`config.mk`:
```
export PLATFORM = sky130hd
export DESIGN_NAME = cld_decoder
export DESIGN_NICKNAME = d
export VERILOG_FILES = /design/src/rtl/cld_pkg.sv /design/src/rtl/cld_col_cmp.sv /design/src/rtl/cld_raw_rom.sv /design/src/rtl/cld_decoder.sv
export SDC_FILE = /design/constraint.sdc
export NUM_CORES = 1
export LEC_CHECK = 0
export BUFFER_PORTS_ARGS = -buffer_cell sky130_fd_sc_hd__buf_2
export CORE_AREA = 2 2 39 41
export CTS_BUF_LIST = sky130_fd_sc_hd__clkbuf_2 sky130_fd_sc_hd__clkbuf_4 sky130_fd_sc_hd__clkbuf_8
export DETAILED_ROUTE_END_ITERATION = 10
export DIE_AREA = 0 0 41 43
export RECOVER_POWER = 25
export REMOVE_ABC_BUFFERS = 1
export SLEW_MARGIN = 10
export SYNTH_ARGS = -nofsm -noshare
export SYNTH_HDL_FRONTEND = slang
export SYNTH_SLANG_ARGS = --single-unit
```
`constraint.sdc`:
```
create_clock -name clk -period 1.4 [get_ports clk]
set_input_delay 0.21 -clock clk [delete_from_list [all_inputs] [get_ports clk]]
set_output_delay 0.21 -clock clk [all_outputs]
set_load 0.005 [all_outputs]
```
`src/rtl/cld_pkg.sv`:
```
package cld_pkg;

  localparam int ADDR_W = 3;
  localparam int DATA_W = 8;
  localparam int DEPTH  = 1 << ADDR_W;
  localparam int HALF   = DEPTH / 2;

  // Table: offset plus the taps selected by each address bit.
  localparam logic [DATA_W-1:0] BASE = 8'hFB;
  localparam logic [ADDR_W-1:0][DATA_W-1:0] TAPS = {8'd4, 8'd2, 8'd1};

  typedef logic [DATA_W-1:0] word_t;
  typedef logic [ADDR_W-1:0] addr_t;

  typedef struct packed {
    logic            raw;
    logic            start;
    logic [1:0]      nflip;
    logic [ADDR_W:0] pos1;
    logic [ADDR_W:0] pos2;
  } col_code_t;

  function automatic word_t table_word(input int a);
    word_t acc;
    acc = BASE;
    for (int k = 0; k < ADDR_W; k++)
      if (((a >> k) & 1) == 1) acc = acc + TAPS[k];
    return acc;
  endfunction

  function automatic col_code_t encode_col(input int c);
    col_code_t r;
    word_t     w;
    logic      prev;
    int        n;
    w       = table_word(0);
    r.start = w[c];
    r.pos1  = (ADDR_W+1)'(DEPTH);
    r.pos2  = (ADDR_W+1)'(DEPTH);
    prev    = w[c];
    n       = 0;
    for (int a = 1; a < DEPTH; a++) begin
      w = table_word(a);
      if (w[c] != prev) begin
        n = n + 1;
        if (n == 1) r.pos1 = (ADDR_W+1)'(a);
        else if (n == 2) r.pos2 = (ADDR_W+1)'(a);
        prev = w[c];
      end
    end
    r.raw   = (n > 2);
    r.nflip = (n > 2) ? 2'd3 : 2'(n);
    return r;
  endfunction

  function automatic word_t raw_mask();
    word_t     m;
    col_code_t cc;
    for (int c = 0; c < DATA_W; c++) begin
      cc   = encode_col(c);
      m[c] = cc.raw;
    end
    return m;
  endfunction

  function automatic logic [DEPTH-1:0] column_bits(input int c);
    logic [DEPTH-1:0] v;
    word_t            w;
    for (int a = 0; a < DEPTH; a++) begin
      w    = table_word(a);
      v[a] = w[c];
    end
    return v;
  endfunction

  // Narrow form: a flip address in the lower half drops its top bit.
  function automatic int pos_bits(input int p);
    return (p < HALF) ? ADDR_W - 1 : ADDR_W;
  endfunction

endpackage

```
`src/rtl/cld_col_cmp.sv`:
```
module cld_col_cmp #(
  parameter int   ADDR_W = cld_pkg::ADDR_W,
  parameter logic START  = 1'b0,
  parameter int   NFLIP  = 0,
  parameter int   POS1   = 0,
  parameter int   POS2   = 0
) (
  input  logic [ADDR_W-1:0] addr,
  output logic              bit_o
);

  generate
    if (NFLIP == 0) begin : g_const
      assign bit_o = START;
    end else begin : g_cmp
      localparam int W1 = cld_pkg::pos_bits(POS1);
      localparam logic [W1-1:0] STORED1 = W1'(POS1);
      logic ge1;
      assign ge1 = ({1'b0, addr} >= (ADDR_W+1)'(STORED1));
      if (NFLIP == 1) begin : g_one
        assign bit_o = START ^ ge1;
        always_comb begin
          p_below_first_r3: assert (!(int'(addr) < POS1) || bit_o == START);
        end
      end else begin : g_two
        localparam int W2 = cld_pkg::pos_bits(POS2);
        localparam logic [W2-1:0] STORED2 = W2'(POS2);
        logic ge2;
        assign ge2   = ({1'b0, addr} >= (ADDR_W+1)'(STORED2));
        assign bit_o = START ^ ge1 ^ ge2;
        always_comb begin
          p_past_second_r4: assert (!(int'(addr) >= POS2) || bit_o == START);
        end
      end
    end
  endgenerate

endmodule

```
`src/rtl/cld_raw_rom.sv`:
```
module cld_raw_rom #(
  parameter int ADDR_W = cld_pkg::ADDR_W,
  parameter int DATA_W = cld_pkg::DATA_W,
  parameter logic [DATA_W-1:0] MASK = '0
) (
  input  logic [ADDR_W-1:0] addr,
  output logic [DATA_W-1:0] word_o
);

  localparam int DEPTH = 1 << ADDR_W;

  generate
    for (genvar c = 0; c < DATA_W; c++) begin : g_col
      if (MASK[c]) begin : g_store
        localparam logic [DEPTH-1:0] BITS = cld_pkg::column_bits(c);
        assign word_o[c] = BITS[addr];
      end else begin : g_none
        assign word_o[c] = 1'b0;
      end
    end
  endgenerate

endmodule

```
`src/rtl/cld_decoder.sv`:
```
module cld_decoder #(
  parameter int ADDR_W = cld_pkg::ADDR_W,
  parameter int DATA_W = cld_pkg::DATA_W
) (
  input  logic              clk,
  input  logic              rst_n,
  input  logic              in_valid,
  output logic              in_ready,
  input  logic [ADDR_W-1:0] in_addr,
  output logic              out_valid,
  input  logic              out_ready,
  output logic [DATA_W-1:0] out_data
);

  localparam logic [DATA_W-1:0] RAW_MASK = cld_pkg::raw_mask();

  logic [DATA_W-1:0] raw_word;
  logic [DATA_W-1:0] cmp_word;
  logic [DATA_W-1:0] merged;

  cld_raw_rom #(.ADDR_W(ADDR_W), .DATA_W(DATA_W), .MASK(RAW_MASK)) u_raw (
    .addr   (in_addr),
    .word_o (raw_word)
  );

  generate
    for (genvar c = 0; c < DATA_W; c++) begin : g_col
      localparam cld_pkg::col_code_t CODE = cld_pkg::encode_col(c);
      if (CODE.raw) begin : g_raw
        assign cmp_word[c] = 1'b0;
      end else begin : g_cmp
        cld_col_cmp #(
          .ADDR_W (ADDR_W),
          .START  (CODE.start),
          .NFLIP  (int'(CODE.nflip)),
          .POS1   (int'(CODE.pos1)),
          .POS2   (int'(CODE.pos2))
        ) u_cmp (
          .addr  (in_addr),
          .bit_o (cmp_word[c])
        );
      end
    end
  endgenerate

  assign merged   = (raw_word & RAW_MASK) | (cmp_word & ~RAW_MASK);
  assign in_ready = !out_valid || out_ready;

  always_ff @(posedge clk) begin
    if (!rst_n) begin
      out_valid <= 1'b0;
      out_data  <= '0;
    end else if (in_ready) begin
      out_valid <= in_valid;
      if (in_valid) out_data <= merged;
    end
  end

  p_reset_idle_r1: assert property (@(posedge clk) !rst_n |=> !out_valid);

  p_accept_valid_r2: assert property (@(posedge clk) disable iff (!rst_n)
    in_valid && in_ready |=> out_valid);

  p_stall_hold_r6: assert property (@(posedge clk) disable iff (!rst_n)
    out_valid && !out_ready |=> out_valid && $stable(out_data));

  p_drain_drop_r7: assert property (@(posedge clk) disable iff (!rst_n)
    out_valid && out_ready && !in_valid |=> !out_valid);

  p_no_take_r9: assert property (@(posedge clk) disable iff (!rst_n)
    !(in_valid && in_ready) && out_valid && !out_ready |=> $stable(out_data));

endmodule

```
==> results.cfg <==
[cts]
htree_levels = 1
cts_root_buf = clkbuf_4
cts_setup_buffers = 0
clk_latency_ps = 240
clk_path_buf_depth = 2
cts_tree = yes
cts_num_sinks = 5
cts-resized-gates = 0
path_clk_slew_ps = 50
hold_buffers = 0
numCtsBuffers = 3

[timing]
period_needed_ps = 1190
setup_ws_ps = 206
setup_viol = 0
final_hold_viol_count = 0
rsz0062_at_grt = false
tightest_slew_ps = 280
clock_skew_ps = 6.91
max-slew-margin-rel = 0.812
setup_tns_ps = 0
maxSlewViolCount = 0
period_share = 0.853
max_freq_ghz = 0.838
holdWs_ps = 223

[synthesis]
yosys_warnings = 0
synth_seq_cells = 5
netlist_area_sq_um = 251
avgSynthCellArea_sq_um = 8.67
synth_seq_area_share = 0.398
synthCells = 29
synth_cell_types = 13

[cells_and_area]
most-common-layout-cells = buf_2 (15), a21oi_1 (5), dfxtp_1 (5), inv_1 (4), clkbuf_4 (4)
num-nets-final = 54
syn2layout_area_growth_pct = 39.3
diodes = 0
drive_gt1_frac = 0.444
final_common_cell = buf_2

[setup_path]
crit_start = out_valid
cpPeakStageDelay_ps = 320
crit_type = flop to primary output
critPathCaptureType = primary output
ff2ff_path_depth = 4
start_kind = flop
cp.required_ps = 1190
cp-endpoint = in_ready
cp_slowest_cell = dfxtp_1
r2r_setup_slack_ps = 400
crit_chain = nor2b_4 -> inv_1 -> buf_2
timing.rr.end = out_data[0]
cp_max_fo = 7
crit_arrival_ps = 980
r2r-start = out_valid

[global_routing]
grt_pass1_vias = 239
overflow = 0
antenna_found_initial = 0
grt_usage = 0.0873
grt_max_degree = 8
grt_first_pass_wirelength_um = 986

[route]
wl_um = 585
dr.first_iter.drc_count = 0
drc_errors = 0
drt-wirelength-per-cell_um = 9.59
vias = 255
drt-vias-per-instance = 4.18
first_pass_iters = 1
drtAntennaViolNets = 0

[power]
p_per_area_nw_per_um2 = 1180
total_leakage_power_nw = 0.176
ir_drop_mv = 0.410

[place]
routabilityCongestion = 0.727
io_buffers = 16
pre_cts_slack_ps = 173

[outcome]
status = completed

[die]
core_sq_um = 1380
die_area_sq_um = 1760
row_count = 14
io_pins = 17
start_util = 0.182
die_h_um = 43
die_w_um = 41

[worst_hold_path]
hp-class = primary input to flop

[flow_run]
drv_cap = 0
where the power goes:
group	switching, mW	internal [mW]
logic	0.0324	0.0317
registers	0.00617	0.153
clock network	0.0639	0.127
total	0.102	0.312
kinds of logic after synthesis:
family	synth area share
compound gates	0.204
fa+ha+maj	0.0497
buf+inv	0.179
flops	0.398
simple gates	0.169
layer usage:
| metal | wire length [um] | vias to the layer above | GRT usage |
|---|---|---|---|
| met1 | 260 | 109 | 0.0997 |
| li1 | - | 131 | - |
| met4 | 8 | 0 | 0.0800 |
| met5 | 0 | - | 0 |
| met2 | 258 | 13 | 0.109 |
| met3 | 58 | 2 | 0.0471 |
through the flow:
stage	power [mW]	instance area, sq um	util	std cells
3_3_place_gp	0.226	322	0.232	57
3_5_place_dp	0.227	322	0.232	57
6_report	0.415	350	0.253	61
4_1_cts	0.424	352	0.254	61
2_1_floorplan	0.190	221	-	25
5_1_grt	0.444	350	0.253	61
synthesized netlist by cell type:
cell,n,area share
a311oi_1,1,0.035
o21ai_0,2,0.040
a21oi_1,5,0.099
inv_1,4,0.060
ha_1,1,0.050
dfxtp_1,5,0.40
nand4_1,1,0.025
buf_4,4,0.12
nand3_1,1,0.020
or4_1,1,0.030
o31ai_1,1,0.030
nor3_1,2,0.040
nor2b_4,1,0.055
flip-flops by register name, indices dropped and copies added (netlist names):
name and cells:
out_valid 1, out_data 4
worst max-delay path: cells and delay by family, from the launching register on:
kind	cells	cell delay, ps
and+or+nand+nor	1	160
buffers and inverters	2	270
DFF	1	320
worst min path at each step:
| stage | cells past startpoint | endpoint | start |
|---|---|---|---|
| CTS | 2 | out_data[0] | in_addr[0] |
| floorplan | 1 | out_data[0] | in_valid |
| global placement | 2 | out_data[2] | out_data[2] |
| finish | 2 | out_data[0] | in_addr[0] |
| detailed placement | 2 | out_data[0] | in_addr[0] |
| global route | 2 | out_data[0] | in_addr[0] |
area by class of cell:
class	instances	area (sq um)
Sequential cell	5	100
Fill cell	155	1030
Tap cell	16	20.0
Inverter	4	15.0
Multi-Input combinational cell	16	106
Clock buffer	4	30.0
Timing Repair Buffer	16	78.8
(Power assumes the default switching activity.)
